### src/rtl/fpexp_pkg.sv
package fpexp_pkg;

    localparam int OP_W       = 64;
    localparam int RES_W      = 32;
    localparam int SP_EXP_W   = 8;
    localparam int SP_FRAC_W  = 23;
    localparam int DP_EXP_W   = 11;
    localparam int DP_FRAC_W  = 52;
    localparam int IDX_W      = $clog2(DP_FRAC_W);

    // offsets turning a biased field or a leading-one index into E
    localparam int SP_NORM_ADJ = (1 << (SP_EXP_W - 1)) - 2;   // 126
    localparam int DP_NORM_ADJ = (1 << (DP_EXP_W - 1)) - 2;   // 1022
    localparam int SP_SUB_ADJ  = SP_NORM_ADJ + SP_FRAC_W - 1; // 148
    localparam int DP_SUB_ADJ  = DP_NORM_ADJ + DP_FRAC_W - 1; // 1073

    typedef enum logic [1:0] {
        CLS_ZERO    = 2'd0,
        CLS_SUBNORM = 2'd1,
        CLS_NORMAL  = 2'd2,
        CLS_SPECIAL = 2'd3
    } opclass_t;

    typedef struct packed {
        opclass_t              cls;
        logic                  dbl;
        logic [DP_EXP_W-1:0]   bexp;
        logic [DP_FRAC_W-1:0]  frac;
    } fields_t;

    // index of highest set bit; 0 when the vector is empty
    function automatic logic [IDX_W-1:0] top_one(input logic [DP_FRAC_W-1:0] v);
        logic [IDX_W-1:0] idx;
        idx = '0;
        for (int i = 0; i < DP_FRAC_W; i++) begin
            if (v[i]) idx = IDX_W'(i);
        end
        return idx;
    endfunction

endpackage

### src/rtl/fpexp_split.sv
module fpexp_split
    import fpexp_pkg::*;
(
    input  logic [OP_W-1:0] operand,
    input  logic            is_double,
    output fields_t         fields
);
    localparam int SP_PAD = DP_FRAC_W - SP_FRAC_W;
    localparam int EX_PAD = DP_EXP_W - SP_EXP_W;

    logic [DP_EXP_W-1:0]  bexp;
    logic [DP_FRAC_W-1:0] frac;
    logic                 exp_ones;

    always_comb begin
        if (is_double) begin
            bexp     = operand[DP_FRAC_W +: DP_EXP_W];
            frac     = operand[DP_FRAC_W-1:0];
            exp_ones = &operand[DP_FRAC_W +: DP_EXP_W];
        end else begin
            bexp     = {{EX_PAD{1'b0}}, operand[SP_FRAC_W +: SP_EXP_W]};
            frac     = {{SP_PAD{1'b0}}, operand[SP_FRAC_W-1:0]};
            exp_ones = &operand[SP_FRAC_W +: SP_EXP_W];
        end
    end

    always_comb begin
        fields.dbl  = is_double;
        fields.bexp = bexp;
        fields.frac = frac;
        if (exp_ones)
            fields.cls = CLS_SPECIAL;
        else if (bexp != '0)
            fields.cls = CLS_NORMAL;
        else if (frac != '0)
            fields.cls = CLS_SUBNORM;
        else
            fields.cls = CLS_ZERO;
    end

endmodule

### src/rtl/fpexp_lead.sv
module fpexp_lead
    import fpexp_pkg::*;
(
    input  logic [DP_FRAC_W-1:0] frac,
    output logic [IDX_W-1:0]     idx
);
    always_comb idx = top_one(frac);
endmodule

### src/rtl/fpexp_calc.sv
module fpexp_calc
    import fpexp_pkg::*;
(
    input  fields_t                 fields,
    input  logic [IDX_W-1:0]        idx,
    output logic signed [RES_W-1:0] result
);
    logic signed [RES_W-1:0] norm_adj;
    logic signed [RES_W-1:0] sub_adj;

    always_comb begin
        norm_adj = fields.dbl ? RES_W'(DP_NORM_ADJ) : RES_W'(SP_NORM_ADJ);
        sub_adj  = fields.dbl ? RES_W'(DP_SUB_ADJ)  : RES_W'(SP_SUB_ADJ);
        unique case (fields.cls)
            CLS_NORMAL:  result = signed'(RES_W'(fields.bexp)) - norm_adj;
            CLS_SUBNORM: result = signed'(RES_W'(idx)) - sub_adj;
            default:     result = '0;
        endcase
    end
endmodule

### src/rtl/fpexp_unit.sv
module fpexp_unit
    import fpexp_pkg::*;
(
    input  logic                    clk,
    input  logic                    rst,
    input  logic                    in_valid,
    input  logic [OP_W-1:0]         operand,
    input  logic                    is_double,
    input  logic                    mod_abs,
    input  logic                    mod_neg,
    output logic                    out_valid,
    output logic signed [RES_W-1:0] exp_out
);
    // Modifiers act on the sign only; the result depends on magnitude,
    // so they do not enter the datapath.
    fields_t                 fields;
    logic [IDX_W-1:0]        lead_idx;
    logic signed [RES_W-1:0] next_exp;

    fpexp_split u_split (
        .operand   (operand),
        .is_double (is_double),
        .fields    (fields)
    );

    fpexp_lead u_lead (
        .frac (fields.frac),
        .idx  (lead_idx)
    );

    fpexp_calc u_calc (
        .fields (fields),
        .idx    (lead_idx),
        .result (next_exp)
    );

    always_ff @(posedge clk) begin
        if (rst) begin
            out_valid <= 1'b0;
            exp_out   <= '0;
        end else begin
            out_valid <= in_valid;
            if (in_valid) exp_out <= next_exp;
        end
    end

endmodule

### config.mk
export PLATFORM = sky130hd
export DESIGN_NAME = fpexp_unit
export DESIGN_NICKNAME = d
export VERILOG_FILES = /design/src/rtl/fpexp_pkg.sv /design/src/rtl/fpexp_split.sv /design/src/rtl/fpexp_lead.sv /design/src/rtl/fpexp_calc.sv /design/src/rtl/fpexp_unit.sv
export SDC_FILE = /design/constraint.sdc
export NUM_CORES = 1
export LEC_CHECK = 0
export ABC_CLOCK_PERIOD_IN_PS = 4600
export BUFFER_PORTS_ARGS = -buffer_cell sky130_fd_sc_hd__buf_2
export CORE_MARGIN = 1
export CORE_UTILIZATION = 35
export CTS_CLUSTER_SIZE = 10
export DETAILED_ROUTE_END_ITERATION = 16
export HOLD_SLACK_MARGIN = 0.15
export SETUP_SLACK_MARGIN = 0.5
export SLEW_MARGIN = 20
export SYNTH_ARGS = -nofsm -noshare
export SYNTH_HDL_FRONTEND = slang
export SYNTH_HIERARCHICAL = 1
export SYNTH_SLANG_ARGS = --single-unit
export TNS_END_PERCENT = 1
### constraint.sdc
create_clock -name clk -period 4.6 [get_ports clk]
set_input_delay 1.38 -clock clk [delete_from_list [all_inputs] [get_ports clk]]
set_output_delay 1.38 -clock clk [all_outputs]
set_load 0.005 [all_outputs]
=== After elaboration in Yosys (flattened, before gate mapping) ===
Cells that the tools add are included.

* Register bits after elaboration: 33
* Input port bits: 70
* Output and inout bits: 33
* Word-level logic and storage cells: 70

* Add/sub/neg operators: 2
* Equal/unequal tests: 2
* Mux-type cells: 60
* Reductions and logical operators: 4

{| class="wikitable"
|+ Operators with widths
! cell !! number
|-
| two-way mux 6 bit || 20
|-
| two-way mux 5 bit || 16
|-
| one-hot mux 32 bit (2 select lines) || 1
|-
| two-way mux 52 bit || 1
|-
| nonzero test 52 bit || 1
|-
| two-way mux 4 bit || 8
|-
| subtractor 12 x 32 -> 32 bit || 1
|-
| subtractor 7 x 32 -> 32 bit || 1
|-
| two-way mux 11 bit || 2
|-
| two-way mux 3 bit || 4
|-
| AND reduction 11 bit || 1
|-
| nonzero test 11 bit || 1
|-
| two-way mux 10 bit || 1
|-
| two-way mux 2 bit || 4
|-
| AND reduction 8 bit || 1
|-
| two-way mux 1 bit || 3
|-
| equality test 2 x 1 -> 1 bit, second input constant || 1
|-
| equality test 2 bit, second input constant || 1
|}

=== Depth between registers and ports, before layout ===
* Depth in word-level cells: 54
* Depth in mapped cells: 17
* Gate-level depth less buffers: 15

=== Modules after synthesis ===
Netlist, hierarchy kept.

{| class="wikitable"
|+ Modules (own cells, without submodules)
! module !! times used !! cells each !! area each (um2) !! seq. area each (um2)
|-
| fpexp_unit || 1 || 106 || 1202.4 || 660.6
|-
| fpexp_calc || 1 || 102 || 754.5 || 0.0
|-
| fpexp_split || 1 || 106 || 748.2 || 0.0
|-
| fpexp_lead || 1 || 104 || 609.3 || 0.0
|}

=== Least setup slack after synthesis ===
Ideal clock, no wire load.

* Kind: input port to flip-flop
* Start point: input port is_double
* End point: register exp_out[8]
* Setup time: 0.118 ns
* Data arrival time: 3.962 ns
* Required time: 4.482 ns
* Slack: 0.520 ns
* Stages on the path: 17
* Path buffers: 2
* Cells stage by stage: buf_4 > clkbuf_1 > and2_1 > inv_1 > a2111oi_2 > nand3_1 > o221a_2 > o2bb2ai_1 > inv_1 > ha_1 > ha_1 > nand2b_1 > a21boi_0 > o21a_1 > o22ai_1 > mux2i_1 > nor2_1

{| class="wikitable"
|+ RTL lines
! item !! line !! source
|-
| start: declaration || fpexp_unit.sv:8 || <nowiki>input logic is_double,</nowiki>
|-
| end signal: assignment || fpexp_unit.sv:43 || <nowiki>if (in_valid) exp_out <= next_exp;</nowiki>
|-
| end: declaration || fpexp_unit.sv:12 || <nowiki>output logic signed [RES_W-1:0] exp_out</nowiki>
|}

==> summary.md <==
| Metric | Value |
|---|---|
| Status | `finished clean` |
| Ant. Diodes | `0` |
| Max-cap violations | `0` |
| Pin count of the biggest net entering global routing | `34` |
| Worst-path cell chain | `buf_6 -> and2_1 -> or4_1 -> nor2_1 -> nand3_1 -> ha_1 -> and2_1 -> a311oi_1 -> xnor2_1 -> o22ai_1 -> mux2i_1 -> nor2_1` |
| Worst min path class | `flip-flop to flip-flop` |
| Avg Synthesized Cell Area | `about 8 sq um` |
| Worst-path clk slew | `0.07 ns` |
| First-pass GRT wire length | `between 10,000 and 15,000 microns` |
| Root buf cell | `clkbuf_8` |
| Hold path start | `exp_out[28]$_SDFFE_PP0P_` |
| Crit path max-delay family | `simple AND/OR/NAND/NOR gates` |
| Clock buffer depth | `2` |
| WP buf/inv | `1` |
| I/O pin total | `between 100 and 150` |
| Die area | `roughly 0.01 sq mm` |
| Fin cells | `slightly below 600` |
| Power share of the combinational group | `between 30% and 40%` |
| Setup crit start kind | `input port` |
| Die width | `between 90 and 100 microns` |
| Worst EP required | `about 4.8 ns` |
| Syn-to-layout area delta | `11.1%` |
| P_sw | `0.000278 W` |
| Slew @ Worst Pin | `between 0.9 and 1 ns` |
| Critical Path Fanout Max | `28` |
| Post-detail-place hpwl | `between 6000 and 7000 microns` |
| CP max stage delay | `0.58 ns` |
| Share of cells above drive strength 1 | `between 20% and 30%` |
| Initial antenna violation count | `0` |
| GRT overflow | `0` |
| Max Transition Viols Final | `0` |
| PwrDens | `246 mW/mm^2` |
| Placement Setup Slack | `approximately 0.10 ns` |
| CTS tree | `done` |
| Iter 0 DRT Violations | `approximately 120` |
| Reg2reg setup slack | `between 3 and 4 ns` |
| F_max | `255 MHz` |
| Reg-to-Reg Start | `exp_out[21]$_SDFFE_PP0P_` |
| Slew headroom | `between 30% and 40%` |
| Tmin final | `3.93 ns` |
| Net Count, Synth | `around 500` |
| Total Power | `0.000903 W` |
| Final WL | `~8700 microns` |
| Arr. time, crit path | `4.08 ns` |
| Post-Syn Area | `roughly 0.0033 sq mm` |
| Buffers on Ports | `a little under 100` |
| Setup ws final | `about 0.67 ns` |
| Final clock skew | `0 ns` |
| GRT Util Overall | `between 15 and 20%` |
| Final Setup Violations | `0` |
| Worst hold path endpoint | `exp_out[28]$_SDFFE_PP0P_` |
| CP startpoint | `is_double` |
| DR pass1 iterations | `4` |
| Critical-path top delay cell | `or4_1` |
| Via count | `between 3k and 4k` |
| H-tree lvl count | `2` |
| Vias in the first global route | `2,985` |
| CP Capture Type | `flip-flop` |
| Sink Count | `33` |
| Post-CTS Hold Buffers | `0` |
| Hold path depth | `2` |
| Area of the core | `around 0.0092 sq mm` |
| Nets@finish | `roughly 550` |
| Worst Reg2Reg Path Length in Cells | `2` |
| FP Rows | `35` |
| Unrepaired setup endpoints after global routing | `true` |
| Final Hold Fails | `0` |
| R2R Path End | `exp_out[21]$_SDFFE_PP0P_` |
| Period utilization | `a little under nine tenths` |
| Leakage power | `roughly 1.6 nW` |
| Fin Setup TNS | `0 ns` |
| Routed Antenna Nets | `0` |
| Synth warnings | `6` |
| TritonCTS buffer count | `5` |
| Clock Latency Late Sink | `roughly 0.28 ns` |
| Pint | `around 0.00063 W` |
| Initial core utilization | `between 30% and 40%` |
| Seq pwr share | `35.7%` |
| Clock share of power | `around 30%` |
| Via density | `5.36` |
| Height of the chip | `99.2 microns` |
| Mapped Cells | `approximately 420` |
| Worst vdd ir | `between 0.2 and 0.3 mV` |
| Routability Congestion | `between 0.9 and 1` |
| DRC violation count after routing | `0` |
| Placed cells | `574` |
| Post-DR wirelength/cell | `approximately 15 microns` |
| Worst Setup Path Type | `input port to flip-flop` |
| Switching portion of total power | `30.8%` |
-- metal layers --
metal	global-route usage [%]	share of wire, %	vias up
met5	0	0	-
met4	5.88	2.2	0
met3	2.11	5.8	15
met2	29.7	46	112
met1	22.4	46	1421
li1	-	-	1574
-- state kept, by name (all words and copies together) (netlist names) --
register and cells:
out_valid 1, exp_out 32
-- worst min-delay path: stages, from the launching register on --
cell     delay [ns]
dfxtp_1        0.32
mux2i_1        0.06
nor2_1         0.07
-- placed cells by master (no fill, tap or decap), types with 5 or more instances in the layout --
cell type   n
or4_1       5
nand2b_1    7
ha_1       11
mux2i_1    32
o21ai_0     5
nor2_1     51
dfxtp_1    33
o22ai_1     5
buf_2      98
nand3_1     8
inv_1      18
clkbuf_8    6
o211ai_1    5
xnor2_1     8
a21oi_1    13
nor3_1     14
mux2_2      7
nand2_1    14
and2_1     33
o21a_1      6
nand4_1     7
nor4_2      6
nor4_1     21
-- power by group through the flow --
stage               registers (W)  clock network [W]  logic, W
detailed placement       0.000329                  0  0.000296
floorplan                0.000331                  0  0.000232
global route             0.000325           0.000294  0.000335
finish                   0.000323           0.000278  0.000303
global placement         0.000327                  0  0.000291
CTS                      0.000323           0.000285  0.000299
-- worst max path at each step --
stage | to | slack, ns | cells past startpoint
2_1_floorplan | exp_out[8]$_SDFFE_PP0P_ | 0.52 | 17
3_3_place_gp | exp_out[10]$_SDFFE_PP0P_ | 0.16 | 14
3_5_place_dp | exp_out[10]$_SDFFE_PP0P_ | 0.10 | 14
4_1_cts | exp_out[4]$_SDFFE_PP0P_ | 0.58 | 16
5_1_grt | exp_out[7]$_SDFFE_PP0P_ | 0.47 | 12
6_report | exp_out[7]$_SDFFE_PP0P_ | 0.67 | 12
-- through the flow --
stage          hold WS (ns)  instance area, sq um  utilization (%)
2_1_floorplan         0.485                  3310                -
3_3_place_gp          0.471                  3530             38.4
3_5_place_dp          0.475                  3530             38.4
4_1_cts               0.494                  3650             39.7
5_1_grt               0.517                  3670             39.9
6_report              0.488                  3670             39.9
-- layout make-up --
class                      count  area, sq um
clock buffer                   7         86.3
clock inverter                 1         30.0
fill                         982         5520
inverter                      18         67.6
multi-input combinational    310         2160
sequential                    33          661
tap                          111          139
timing repair buffer         102          532
-- what timing repair did --
item / CTS / global route
setup endpoints to repair: 4 / 16
pin swaps: 0 / 0
setup buffers: 0 / 0
resized for setup: 3 / 8
Note: power is estimated with default switching activity, not from simulation.
